## src/rtl/enc_phase_pkg.sv

```systemverilog
package enc_phase_pkg;
  localparam int FAST_SHIFT = 3;

  typedef struct packed {
    logic stepUp;
    logic stepDown;
    logic fast;
  } clickCmd_t;
endpackage

```

## src/rtl/enc_phase_ctrl.sv

```systemverilog
module enc_phase_ctrl
  import enc_phase_pkg::*;
#(
  parameter int SYNC_STAGES = 2
) (
  input  logic      clk,
  input  logic      rstN,
  input  logic      encA,
  input  logic      encB,
  input  logic      fastBtn,
  output clickCmd_t cmd
);
  localparam int TOP = SYNC_STAGES - 1;

  logic [SYNC_STAGES-1:0] aPipe, bPipe, fPipe;
  logic [1:0] prevAb, curAb;

  always_ff @(posedge clk or negedge rstN) begin
    if (!rstN) begin
      aPipe  <= '0;
      bPipe  <= '0;
      fPipe  <= '0;
      prevAb <= 2'b00;
    end else begin
      aPipe  <= {aPipe[SYNC_STAGES-2:0], encA};
      bPipe  <= {bPipe[SYNC_STAGES-2:0], encB};
      fPipe  <= {fPipe[SYNC_STAGES-2:0], fastBtn};
      prevAb <= curAb;
    end
  end

  assign curAb = {aPipe[TOP], bPipe[TOP]};

  always_comb begin
    cmd = '0;
    cmd.fast = fPipe[TOP];
    case ({prevAb, curAb})
      4'b00_10, 4'b10_11, 4'b11_01, 4'b01_00: cmd.stepUp   = 1'b1;
      4'b00_01, 4'b01_11, 4'b11_10, 4'b10_00: cmd.stepDown = 1'b1;
      default: ;
    endcase
  end

  // a double flip never produces a click
  p_double_ignored_r4: assert property (@(posedge clk) disable iff (!rstN)
    (curAb == ~prevAb) |-> (!cmd.stepUp && !cmd.stepDown));

  // the previous state tracks the synchronised pair
  p_prev_tracks_r2: assert property (@(posedge clk) disable iff (!rstN)
    1'b1 |=> (prevAb == $past(curAb)));
endmodule

```

## src/rtl/enc_phase_dp.sv

```systemverilog
module enc_phase_dp
  import enc_phase_pkg::*;
#(
  parameter int STEP_W = 8,
  parameter int FRAC_W = 8,
  parameter int INT_W  = 8
) (
  input  logic                     clk,
  input  logic                     rstN,
  input  clickCmd_t                cmd,
  input  logic [STEP_W-1:0]        stepSize,
  output logic signed [INT_W-1:0]  intOffset,
  output logic [FRAC_W-1:0]        frac
);
  localparam int ACC_W = INT_W + FRAC_W;
  localparam int EFF_W = STEP_W + FAST_SHIFT;
  localparam int SUM_W = ((ACC_W > EFF_W) ? ACC_W : EFF_W) + 2;
  localparam int ACC_MAX_I = (2 ** (ACC_W - 1)) - 1;
  localparam int ACC_MIN_I = (2 ** FRAC_W) - (2 ** (ACC_W - 1));
  localparam logic signed [SUM_W-1:0] ACC_MAX = SUM_W'(ACC_MAX_I);
  localparam logic signed [SUM_W-1:0] ACC_MIN = SUM_W'(ACC_MIN_I);

  logic signed [ACC_W-1:0] acc;
  logic signed [SUM_W-1:0] accExt, stepExt, rawSum, nextAcc;
  logic [EFF_W-1:0] effStep;

  always_comb begin
    effStep = cmd.fast ? {stepSize, {FAST_SHIFT{1'b0}}}
                       : {{FAST_SHIFT{1'b0}}, stepSize};
    accExt  = {{(SUM_W-ACC_W){acc[ACC_W-1]}}, acc};
    stepExt = {{(SUM_W-EFF_W){1'b0}}, effStep};
    if (cmd.stepUp)        rawSum = accExt + stepExt;
    else if (cmd.stepDown) rawSum = accExt - stepExt;
    else                   rawSum = accExt;
    if (rawSum > ACC_MAX)      nextAcc = ACC_MAX;
    else if (rawSum < ACC_MIN) nextAcc = ACC_MIN;
    else                       nextAcc = rawSum;
  end

  always_ff @(posedge clk or negedge rstN) begin
    if (!rstN) acc <= '0;
    else       acc <= nextAcc[ACC_W-1:0];
  end

  assign intOffset = acc[ACC_W-1:FRAC_W];
  assign frac      = acc[FRAC_W-1:0];

  // the phase word stays inside its limits
  p_acc_range_r7: assert property (@(posedge clk) disable iff (!rstN)
    (accExt <= ACC_MAX) && (accExt >= ACC_MIN));

  // saturation holds at the top
  p_top_sat_r7: assert property (@(posedge clk) disable iff (!rstN)
    (cmd.stepUp && accExt == ACC_MAX) |=> (accExt == ACC_MAX));

  // saturation holds at the bottom
  p_bottom_sat_r7: assert property (@(posedge clk) disable iff (!rstN)
    (cmd.stepDown && accExt == ACC_MIN) |=> (accExt == ACC_MIN));

  // no click, no change
  p_hold_idle_r10: assert property (@(posedge clk) disable iff (!rstN)
    (!cmd.stepUp && !cmd.stepDown) |=> $stable(acc));

  // a plain click away from the limit adds exactly the step
  p_plain_step_r5: assert property (@(posedge clk) disable iff (!rstN)
    (cmd.stepUp && !cmd.fast && (accExt + SUM_W'(stepSize) <= ACC_MAX))
      |=> (accExt == $past(accExt) + SUM_W'($past(stepSize))));

  // a fast click away from the limit subtracts eight steps
  p_fast_step_r6: assert property (@(posedge clk) disable iff (!rstN)
    (cmd.stepDown && cmd.fast && (accExt - (SUM_W'(stepSize) <<< FAST_SHIFT) >= ACC_MIN))
      |=> (accExt == $past(accExt) - (SUM_W'($past(stepSize)) <<< FAST_SHIFT)));
endmodule

```

## src/rtl/enc_phase_sd.sv

```systemverilog
module enc_phase_sd #(
  parameter int FRAC_W = 8
) (
  input  logic              clk,
  input  logic              rstN,
  input  logic [FRAC_W-1:0] frac,
  input  logic              periodStrobe,
  output logic              carryOut
);
  logic [FRAC_W-1:0] sdAcc;
  logic [FRAC_W:0]   sdSum;

  assign sdSum = {1'b0, sdAcc} + {1'b0, frac};

  always_ff @(posedge clk or negedge rstN) begin
    if (!rstN) begin
      sdAcc    <= '0;
      carryOut <= 1'b0;
    end else if (periodStrobe) begin
      sdAcc    <= sdSum[FRAC_W-1:0];
      carryOut <= sdSum[FRAC_W];
    end
  end

  // the carry only moves on a strobe
  p_carry_hold_r9: assert property (@(posedge clk) disable iff (!rstN)
    !periodStrobe |=> $stable(carryOut));

  // a strobe adds the fraction, carry included
  p_sd_update_r9: assert property (@(posedge clk) disable iff (!rstN)
    periodStrobe |=> ({carryOut, sdAcc} == ({1'b0, $past(sdAcc)} + {1'b0, $past(frac)})));
endmodule

```

## src/rtl/enc_phase_accum.sv

```systemverilog
module enc_phase_accum
  import enc_phase_pkg::*;
#(
  parameter int STEP_W      = 8,
  parameter int FRAC_W      = 8,
  parameter int INT_W       = 8,
  parameter int SYNC_STAGES = 2
) (
  input  logic                    clk,
  input  logic                    rstN,
  input  logic                    encA,
  input  logic                    encB,
  input  logic                    fastBtn,
  input  logic [STEP_W-1:0]       stepSize,
  input  logic                    periodStrobe,
  output logic signed [INT_W-1:0] intOffset,
  output logic                    carryOut
);
  clickCmd_t         cmd;
  logic [FRAC_W-1:0] frac;

  enc_phase_ctrl #(.SYNC_STAGES(SYNC_STAGES)) u_ctrl (
    .clk(clk), .rstN(rstN), .encA(encA), .encB(encB),
    .fastBtn(fastBtn), .cmd(cmd)
  );

  enc_phase_dp #(.STEP_W(STEP_W), .FRAC_W(FRAC_W), .INT_W(INT_W)) u_dp (
    .clk(clk), .rstN(rstN), .cmd(cmd), .stepSize(stepSize),
    .intOffset(intOffset), .frac(frac)
  );

  enc_phase_sd #(.FRAC_W(FRAC_W)) u_sd (
    .clk(clk), .rstN(rstN), .frac(frac),
    .periodStrobe(periodStrobe), .carryOut(carryOut)
  );
endmodule

```

## config.mk

```make
export PLATFORM = sky130hd
export DESIGN_NAME = enc_phase_accum
export DESIGN_NICKNAME = d
export VERILOG_FILES = /design/src/rtl/enc_phase_pkg.sv /design/src/rtl/enc_phase_ctrl.sv /design/src/rtl/enc_phase_dp.sv /design/src/rtl/enc_phase_sd.sv /design/src/rtl/enc_phase_accum.sv
export SDC_FILE = /design/constraint.sdc
export NUM_CORES = 1
export LEC_CHECK = 0
export BUFFER_PORTS_ARGS = -buffer_cell sky130_fd_sc_hd__buf_4
export CAP_MARGIN = 0
export CORE_MARGIN = 5
export CORE_UTILIZATION = 54
export CTS_BUF_LIST = sky130_fd_sc_hd__clkbuf_16
export DETAILED_ROUTE_END_ITERATION = 8
export GPL_TIMING_DRIVEN = 0
export HOLD_SLACK_MARGIN = 0.1
export PLACE_DENSITY = 0.75
export SETUP_SLACK_MARGIN = 0.4
export SLEW_MARGIN = 10
export SYNTH_ARGS = -nofsm -noshare
export SYNTH_HDL_FRONTEND = slang
export SYNTH_SLANG_ARGS = --single-unit
```

## constraint.sdc

```tcl
create_clock -name clk -period 4.8 [get_ports clk]
set_input_delay 0.96 -clock clk [delete_from_list [all_inputs] [get_ports clk]]
set_output_delay 0.96 -clock clk [all_outputs]
set_load 0.01 [all_outputs]
```

# == Word-level counts from Yosys, hierarchy flattened ==
# Index checks and enable logic that the tools add are counted.
# classes
add_sub_neg,3
order_cmp,2
eq_ne,8
n_mux,7
n_reduce_logical,2
# op_table
operator,count
2-to-1 mux 18 bit,2
2-to-1 mux 16 bit,2
> comparator 18 x 16 -> 1 bit (second input constant),1
less-than comparator 18 x 16 -> 1 bit (second input constant),1
adder 16 x 12 -> 17 bit,1
subtractor 16 x 12 -> 17 bit,1
equality test 4 bit (second input constant),4
2-to-1 mux 11 bit,1
adder 8 x 8 -> 9 bit,1
equality test 4 x 3 -> 1 bit (second input constant),2
OR reduction 4 bit,2
equality test 4 x 1 -> 1 bit (second input constant),1
equality test 4 x 2 -> 1 bit (second input constant),1
2-to-1 mux 1 bit,2
# totals
reg_bits,33
inputBits,14
out_inout_bits,9
elab_cells,29

# == Logic depth before layout (Yosys ltp) ==
# Gate-level depths: netlist (run 1).
# depth
depth_word,8
ltp_mapped,16
depth_no_buf,15

# == Hierarchy ==
# From an unflattened synthesis (run 1), not the netlist that was laid out.
# hier_totals
cells_unflattened,396
hier_area_um2,3358.2
# modules_own_cells
mod,instances,cells_each,area_each_um2
enc_phase_dp,1,310,2408.6
enc_phase_sd,1,73,714.4
enc_phase_ctrl,1,13,235.2

# == Worst setup path before layout (run 1) ==
# OpenSTA, ideal clock, no wires.
# synth_timing
kind,input -> register
start,input port stepSize[0]
end,register u_dp.acc[8]
setup_time_ns,0.074
arrival_ns,3.535
t_required_ns,4.726
setup_slack_ns,1.192
stages,12
n_path_buf,0
cell_sequence,nor2b_1 -> ha_1 -> fa_1 -> and2b_1 -> o2111ai_1 -> a21o_1 -> a31oi_2 -> a221o_1 -> o2bb2ai_1 -> o2111ai_1 -> nor4b_4 -> nand4b_1
# synth_between
elab_chain_cells,7
elab_cells_between_ends,9
# synth_lines
element,line,source
from (decl),enc_phase_accum.sv:14,"input logic [STEP_W-1:0] stepSize,"
2-to-1 mux 11 bit (*),enc_phase_dp.sv:28,"effStep = cmd.fast ? {stepSize, {FAST_SHIFT{1'b0}}}"
subtractor 16 x 12 -> 17 bit,enc_phase_dp.sv:33,else if (cmd.stepDown) rawSum = accExt - stepExt;
2-to-1 mux 18 bit,enc_phase_dp.sv:33,
2-to-1 mux 18 bit (*),enc_phase_dp.sv:32,if (cmd.stepUp) rawSum = accExt + stepExt;
less-than comparator 18 x 16 -> 1 bit,enc_phase_dp.sv:36,else if (rawSum < ACC_MIN) nextAcc = ACC_MIN;
2-to-1 mux 16 bit,enc_phase_dp.sv:36,
2-to-1 mux 16 bit (*),enc_phase_dp.sv:35,if (rawSum > ACC_MAX) nextAcc = ACC_MAX;
net u_dp.nextAcc[8],enc_phase_dp.sv:24,"logic signed [SUM_W-1:0] accExt, stepExt, rawSum, nextAcc;"
to (signal assigned),enc_phase_dp.sv:42,else acc <= nextAcc[ACC_W-1:0];
to (decl),enc_phase_dp.sv:23,logic signed [ACC_W-1:0] acc;
# Mark *: on every way through the listed nets, which the timed path passes. The rest lies on a longest branch.
# A chain may end at the register's enable or synchronous reset.

# == Worst setup path in the final report (run 1) ==
# layout_timing
start,register u_ctrl.fPipe[1]
end,register u_dp.acc[4]
# layout_between
elab_chain_cells,7
elab_cells_between_ends,9
# layout_lines
element,line,source
from (decl),enc_phase_ctrl.sv:15,"logic [SYNC_STAGES-1:0] aPipe, bPipe, fPipe;"
from (signal assigned),enc_phase_ctrl.sv:27,"fPipe <= {fPipe[SYNC_STAGES-2:0], fastBtn};"
2-to-1 mux 11 bit (*),enc_phase_dp.sv:28,
subtractor 16 x 12 -> 17 bit,enc_phase_dp.sv:33,
2-to-1 mux 18 bit,enc_phase_dp.sv:33,
2-to-1 mux 18 bit (*),enc_phase_dp.sv:32,
less-than comparator 18 x 16 -> 1 bit,enc_phase_dp.sv:36,
2-to-1 mux 16 bit,enc_phase_dp.sv:36,
2-to-1 mux 16 bit (*),enc_phase_dp.sv:35,
net u_dp.nextAcc[4],enc_phase_dp.sv:24,
# Marks and branches as above.

==> results of run 1 <==
synth_stat cells, types with 3 or more instances:
cell type,instances
a21oi_1,35
nand2_1,22
nand2b_1,9
a22o_1,3
inv_1,30
o21ai_0,7
a21o_1,10
a2111o_1,3
maj3_1,5
nor2_1,24
ha_1,32
mux2_2,7
o21a_1,3
a211oi_1,3
o22ai_1,5
fa_1,3
nor3_1,9
dfrtp_1,33
nor4_1,4
o21bai_1,6
clkbuf_1,9
o221ai_1,5
nor2b_1,6
a221o_1,6
mux2i_1,6
or2_2,4
xnor2_1,13
flip-flops by register name (all words and copies together) (netlist names):
signal / cells
u_ctrl.prevAb: 2
u_ctrl.fPipe: 2
u_ctrl.bPipe: 2
u_dp.acc: 16
u_sd.sdAcc: 8
u_ctrl.aPipe: 2
u_sd.carryOut: 1
worst reg2reg max path, cell delays in order, from the launching register on:
cell	delay, ns
dfrtp_1	0.37
clkbuf_1	0.47
nor2b_1	0.17
ha_1	0.24
fa_1	0.41
and2b_1	0.23
o2111ai_1	0.15
a21o_1	0.25
a31oi_2	0.31
a211oi_1	0.13
o21ai_2	0.38
inv_1	0.19
or2b_1	0.32
o221ai_1	0.17
a21oi_1	0.16
worst max-delay path by stage:
stage               slack (ns)          end             from
floorplan                 1.19  u_dp.acc[8]      stepSize[0]
global placement          0.65  u_dp.acc[4]      stepSize[0]
detailed placement        0.63  u_dp.acc[4]      stepSize[0]
CTS                       0.87  u_dp.acc[4]  u_ctrl.fPipe[1]
global route              0.52  u_dp.acc[4]  u_ctrl.fPipe[1]
finish                    0.78  u_dp.acc[4]  u_ctrl.fPipe[1]
power by group through the flow:
stage / Clock [uW] / Sequential, uW / Combinational [uW]
after floorplan: 0 / 511 / 1230
after global placement: 0 / 542 / 1530
after detailed placement: 0 / 546 / 1580
after CTS: 297 / 544 / 1590
after global routing: 312 / 556 / 1790
final: 292 / 543 / 1600
layer usage:
layer / vias up / track usage [%] / wire length, um
met4: 0 / 7.05 / 178
met3: 14 / 3.30 / 354
li1: 1303 / - / -
met2: 99 / 36.7 / 3620
met1: 1305 / 28.1 / 3360
met5: - / 0 / 0
per-stage QoR:
stage	hold slack (ns)	total power (uW)	cell area, um^2
after global placement	0.333	2070	3280
after detailed placement	0.342	2120	3280
after CTS	0.353	2430	3410
after global routing	0.374	2660	3410
after floorplan	0.331	1740	3030
final	0.351	2440	3410
final cells by class:
cell class / instances / area (um^2)
clock inverter: 2 / 7.51
inverter: 30 / 113
clock buffer: 5 / 125
sequential: 33 / 826
timing repair buffer: 21 / 158
fill: 499 / 2060
tap: 72 / 90.1
buffer: 11 / 43.8
multi-input combinational: 269 / 2050
layout by cell type, fill, tap and decap left out, types with 3 or more instances in the layout:
cell type	count
a2111o_1	3
a211oi_1	3
a21o_1	10
a21oi_1	35
a221o_1	6
a22o_1	3
buf_4	21
clkbuf_1	9
clkbuf_16	5
dfrtp_1	33
fa_1	3
ha_1	32
inv_1	31
maj3_1	5
mux2_2	7
mux2i_1	6
nand2_1	22
nand2b_1	9
nor2_1	24
nor2b_1	6
nor3_1	9
nor4_1	4
o21a_1	3
o21ai_0	7
o21bai_1	6
o221ai_1	5
o22ai_1	5
or2_2	4
xnor2_1	13
kinds of logic (layout without fill, tap and decap cells):
kind of cell	after synthesis	count (layout)
xor gates and xnor gates	16	16
AOI/OAI and AO/OA	108	108
adders and majority gates	40	40
DFF	33	33
muxes	13	13
buffers and inverters	41	69
and+or+nand+nor	92	92
==> qor.txt, run 1 <==
outcome: complete, no violations
I/O pin count: 23
post-synth top area share: 27.3%
final net count: 420
Vias: 2721
Yosys Warn Count: 0
post-CTS setup buffers: 0
Synth Area in Compound Gates: 25.6%
Hold WC Path Type: flip-flop to flip-flop
Non-Filler Instances: 443
largest family of logic cells by synthesized area: compound AO/OA/AOI/OAI gates
Yosys cell types: 58
Synth Area per Inst: 8.83 um^2
minimum clock period: 4.02 ns
fin crit share: 83.8%
TritonCTS clock tree: done
clock sinks: 33
startpoint types: flip-flop
Skew-Pair Late Insertion Delay: 0.27 ns
Max-Cap Viols: 0
Reg clk slew, reported paths: 0.05 ns
Logic pwr share: 65.7%
DIE WIDTH: 84.9 um
Die Y: 84.9 um
final hold viol count: 0
die footprint: 0.00720 mm^2
Area Growth Syn to Fin: 12.6%
max-slew violations: 0
Hold Startpoint: u_ctrl.aPipe[0]
Largest stage delay, worst path: 0.47 ns
leading area contributor after synthesis: dfrtp_1
Antenna Cells: 0
Clk Tree Root Cell: clkbuf_16
worst-margin pin slew: 0.586 ns
Mapped Cells: 343
final setup vio count: 0
drt first pass iters: 5
Worst Path Arrival: 4.23 ns
DRC: 0
NetSw: 1120 uW
Max FO, Critical Path: 10
CP required: 5.00 ns
cts hold-fix bufs: 0
Leak: 0.00159 uW
post-synthesis cell area: 0.00303 mm^2
drt wl/cell: 17.0 um
CP Depth: 14
final wirelength: 7510 um
Slew headroom: 61.0%
adder-cell share of the synthesized area: 16.9%
simple-gate portion of the synthesized area: 15.6%
final worst-path setup slack: 0.777 ns
Area contributors post-synth: dfrtp_1 27%, ha_1 13%, a21oi_1 5.8%
first-pass GRT wire length: 12600 um
pin count of the biggest net entering global routing: 34
RSZ-0062 raised after global routing: no
sequential-to-total area share from yosys stat: 27.3%
placer congestion estimate: 0.925
CTS Buffer Depth: 2
Rows: 27
Port-buffer cells: 21
GRT Overall Usage: 21.6%
vias in the first global route: 2653
Resized Gates After CTS: 0
Reg2Reg Depth: 14
slowest library cell on the worst path: clkbuf_1
critical-path cell list: clkbuf_1 -> nor2b_1 -> ha_1 -> fa_1 -> and2b_1 -> o2111ai_1 -> a21o_1 -> a31oi_2 -> a211oi_1 -> o21ai_2 -> inv_1 -> or2b_1 -> o221ai_1 -> a21oi_1
pwr dens: 715 mW/mm^2
CP endpoint kind: flip-flop
Sw Share: 46.2%
Starting Density: 55.3%
Seq pwr share: 22.3%
worst reg2reg path endpoint: u_dp.acc[4]
setup slack, reg-to-reg: 0.78 ns
dpl hpwl: 5900 um
Hold Crit Depth: 0
Clock Power Share: 12.0%
Crit Path Class: flip-flop to flip-flop
dominant synthesized flop cell: dfrtp_1
initial antenna violation count: 0
Hold EP: u_ctrl.aPipe[1]
Yosys reg bits: 33
share of cells above drive strength 1: 12.7%
top cell family by delay on the critical path: compound AO/OA/AOI/OAI gates
Buffers & Inverters on Critical Path: 2
cts bufs inserted: 5
ys async rst share: 100%
Sum Neg Setup Slack: 0 ns
Inst Count DP: 436
Core ar.: 0.00547 mm^2
Crit Reg-Reg Startpoint: u_ctrl.fPipe[1]
FMAX: 0.249 GHz
antenna-violating nets left: 0
Pint: 1310 uW
Placement Setup Slack: 0.632 ns
clock skew: 0.00285 ns
GRT Residual Overflow: 0
1st-iter DRT viols: 168
multiplexer share of the synthesized area: 4.59%
Core Util, Final: 62.3%
drt via density: 6.14
Peak VDD IR: 0.000358 V
XOR/XNOR Fraction of Synth Area: 4.88%
htree depth: 2
EDFF count, synth: 0
Synth Net Count: 392
No activity file was read; power rests on OpenSTA's default activity.
==> inputs of run 2 (changes only) <==
--- a/config.mk
+++ b/config.mk
@@ -5,6 +5,7 @@
 export SDC_FILE = /design/constraint.sdc
 export NUM_CORES = 1
 export LEC_CHECK = 0
+export ABC_AREA = 1
 export BUFFER_PORTS_ARGS = -buffer_cell sky130_fd_sc_hd__buf_4
 export CAP_MARGIN = 0
 export CORE_MARGIN = 5
@@ -13,7 +14,7 @@
 export DETAILED_ROUTE_END_ITERATION = 8
 export GPL_TIMING_DRIVEN = 0
 export HOLD_SLACK_MARGIN = 0.1
-export PLACE_DENSITY = 0.75
+export PLACE_DENSITY = 0.77
 export SETUP_SLACK_MARGIN = 0.4
 export SLEW_MARGIN = 10
 export SYNTH_ARGS = -nofsm -noshare
==> constraint.sdc (replaced) <==
create_clock -name clk -period 3.6 [get_ports clk]
set_input_delay 0.72 -clock clk [delete_from_list [all_inputs] [get_ports clk]]
set_output_delay 0.72 -clock clk [all_outputs]
set_load 0.01 [all_outputs]
==> run 2 against run 1 <==
  * Global-route usage grew 1.7 points
  * Register-to-register slack got worse by 0.12 ns
  * Routed wire length up 12%
  * Clock-buffer cell count stayed put
  * Area after synthesis grew 7.7%
  * Non-clock buffer count rose by 10
  * Sequential share of layout area down 2.2 points
  * Critical endpoint is now u_dp.acc[5]
  * Largest cell class unchanged
==> qor.txt, run 2 <==
Vias: 3278 (was 2721)
clock sinks: 33 (unchanged)
Port-buffer cells: 22 (was 21)
GRT Overall Usage: 23.3% (was 21.6%)
FMAX: 0.338 GHz
most common cell after layout, fill and taps aside: nand2_1 (was a21oi_1)
Worst Path Arrival: 3.11 ns (was 4.23 ns)
fin crit share: 82.2%
final setup vio count: 0 (unchanged)
DIE WIDTH: 87.7 um (was 84.9 um)
drt first pass iters: 5 (unchanged)
most common cell in the netlist: nand2_1 (was a21oi_1)
minimum clock period: 2.96 ns
Synth Area per Inst: 6.50 um^2 (was 8.83 um^2)
DRC: 0 (unchanged)
RSZ-0062 raised after global routing: no (unchanged)
cts hold-fix bufs: 0 (unchanged)
largest family of logic cells by synthesized area: simple AND/OR/NAND/NOR gates (was compound AO/OA/AOI/OAI gates)
dpl hpwl: 6610 um (was 5900 um)
antenna-violating nets left: 0 (unchanged)
Peak VDD IR: 0.000588 V (was 0.000358 V)
cts bufs inserted: 5 (unchanged)
leading area contributor after synthesis: dfrtp_1 (unchanged)
first-pass GRT wire length: 14200 um (was 12600 um)
post-synth top area share: 25.3% (was 27.3%)
outcome: complete, no violations (unchanged)
drt via density: 5.36 (was 6.14)
multiplexer share of the synthesized area: 0% (was 4.59%)
max-slew violations: 0 (unchanged)
vias in the first global route: 3166 (was 2653)
Antenna Cells: 0 (unchanged)
Synth Net Count: 551 (was 392)
Hold WC Path Type: flip-flop to flip-flop (unchanged)
Largest register FFs: 16 (unchanged)
largest registers: u_dp.acc (16), u_sd.sdAcc (8) (unchanged)
Core ar.: 0.00589 mm^2 (was 0.00547 mm^2)
I/O pin count: 23 (unchanged)
dominant synthesized flop cell: dfrtp_1 (unchanged)
largest register by flop count: u_dp.acc (unchanged)
clock skew: 0.00483 ns (was 0.00285 ns)
Yosys cell types: 42 (was 58)
worst-margin pin slew: 0.405 ns (was 0.586 ns)
Crit Path Class: primary input to flip-flop (was flip-flop to flip-flop)
Max-Cap Viols: 0 (unchanged)
Leak: 0.00207 uW (was 0.00159 uW)
CTS Buffer Depth: 2 (unchanged)
Rows: 28 (was 27)
XOR/XNOR Fraction of Synth Area: 3.95% (was 4.88%)
Slew headroom: 73.0% (was 61.0%)
drt wl/cell: 13.8 um (was 17.0 um)
Post-synth top cells: 159 x nand2_1, 76 x inv_1, 48 x nor2_1 (was 35 x a21oi_1, 33 x dfrtp_1, 32 x ha_1)
1st-iter DRT viols: 291 (was 168)
most frequent cells in the layout: 158 x nand2_1, 75 x inv_1, 43 x nor2_1, 34 x nand3_1, 32 x dfrtp_1 (was 35 x a21oi_1, 33 x dfrtp_1, 32 x ha_1, 31 x inv_1, 24 x nor2_1)
initial antenna violation count: 0 (unchanged)
Starting Density: 55.4% (was 55.3%)
ys async rst share: 100% (unchanged)
Max FO, Critical Path: 10 (unchanged)
post-synthesis cell area: 0.00326 mm^2 (was 0.00303 mm^2)
Die Y: 87.7 um (was 84.9 um)
Synth Area in Compound Gates: 10.8% (was 25.6%)
share of cells above drive strength 1: 14.6% (was 12.7%)
Fillers: 552 (was 499)
sequential-to-total area share from yosys stat: 25.3% (was 27.3%)
Mapped Cells: 502 (was 343)
pwr dens: 890 mW/mm^2 (was 715 mW/mm^2)
die footprint: 0.00769 mm^2 (was 0.00720 mm^2)
EDFF count, synth: 0 (unchanged)
Placement Setup Slack: 0.221 ns (was 0.632 ns)
Reg clk slew, reported paths: 0.05 ns (about the same)
Area contributors post-synth: dfrtp_1 25%, nand2_1 18%, ha_1 12% (was dfrtp_1 27%, ha_1 13%, a21oi_1 5.8%)
pin count of the biggest net entering global routing: 34 (unchanged)
Sum Neg Setup Slack: 0 ns (unchanged)
Skew-Pair Late Insertion Delay: 0.27 ns (about the same)
adder-cell share of the synthesized area: 14.1% (was 16.9%)
Area Growth Syn to Fin: 15.2% (was 12.6%)
final wirelength: 8430 um (was 7510 um)
startpoint types: primary input (was flip-flop)
GRT Residual Overflow: 0 (unchanged)
htree depth: 2 (unchanged)
Yosys reg bits: 33 (unchanged)
TritonCTS clock tree: done (unchanged)
final hold viol count: 0 (unchanged)
CP required: 3.76 ns (was 5.00 ns)
Yosys Warn Count: 0 (unchanged)
placer congestion estimate: 0.988 (was 0.925)
final worst-path setup slack: 0.642 ns (was 0.777 ns)
Clk Tree Root Cell: clkbuf_16 (unchanged)
simple-gate portion of the synthesized area: 34.1% (was 15.6%)
final net count: 584 (was 420)
CP endpoint kind: flip-flop (unchanged)
## run 2: layer usage
metal	vias to the layer above	track usage (%)	share of wire [%]
met3	13	2.54	5.7
li1	1648	-	-
met1	1513	30.6	46
met5	-	0	0
met2	104	40.1	47
met4	0	7.25	1.7
## run 2: final cells by class
cell class              instances  area (um^2)  area share (%)
clock inverters                 3         17.5           0.466
plain buffers                  16         98.8            2.63
repair buffers                 26          195            5.19
flip-flops and latches         33          827            22.0
inverters                      78          295            7.86
clock buffers                   5          125            3.33
multi-input cells             375         2100            56.0
well taps                      75         93.8            2.50
## run 2: per-stage QoR
stage / std cells / hold WS [ns] / util [%] / total power [uW] / cell area (um^2)
after floorplan: 502 / 0.331 / - / 2280 / 3260
after global placement: 599 / 0.334 / 59.8 / 2750 / 3520
after detailed placement: 599 / 0.339 / 59.8 / 2820 / 3520
after CTS: 607 / 0.351 / 62.3 / 3250 / 3670
after global routing: 611 / 0.374 / 63.8 / 3700 / 3760
final: 611 / 0.347 / 63.8 / 3350 / 3760
## run 2: logic make-up (layout without fill, tap and decap cells)
group,after synthesis,after routing
buffers and inverters,94,128
xor gates and xnor gates,13,13
and+or+nand+nor,266,266
adders and majority gates,35,35
AOI/OAI and AO/OA,61,61
DFF,33,33
## run 2: worst max-delay path, stage by stage
cell and delay, ns:
buf_4 0.11, inv_1 0.07, nand2_1 0.05, o21ai_1 0.14, ha_1 0.28, clkbuf_4 0.18, inv_1 0.10, nand2_1 0.05
nand2_1 0.10, inv_1 0.05, nand3_1 0.12, nand2_1 0.10, nand2_1 0.09, nand2_1 0.06, nand3_1 0.11, nand2_1 0.06
nand2_1 0.05, nand2_1 0.07, nor2_1 0.10, nand2_1 0.05, nand2_1 0.06, nand2_2 0.10, buf_6 0.17, nand2_1 0.06
nand2_1 0.05
## run 2: what timing repair did
item,CTS,global route
gates cloned,0,0
pin swaps,0,2
resized for setup,1,29
setup buffers,0,4
setup endpoints to repair,10,15
## run 2: power breakdown
group,switching (uW),internal (uW),total (uW)
clock network,140,252,392
registers,175,528,703
logic,1400,851,2250
total,1710,1630,3350
## run 2: path summary, 6_finish.rpt
path / cells past startpoint / slack [ns] / from / endpoint
setup / recovery: 25 / 0.64 / stepSize[1] / u_dp.acc[5]
hold / removal: 0 / 0.35 / u_ctrl.bPipe[0] / u_ctrl.bPipe[1]
setup reg to reg: 23 / 0.66 / u_ctrl.fPipe[1] / u_dp.acc[5]
hold reg to reg: 0 / 0.35 / u_ctrl.bPipe[0] / u_ctrl.bPipe[1]
max in group asynchronous: 1 / 2.91 / rstN / u_ctrl.fPipe[1]
min in group asynchronous: 1 / 0.38 / rstN / u_dp.acc[12]
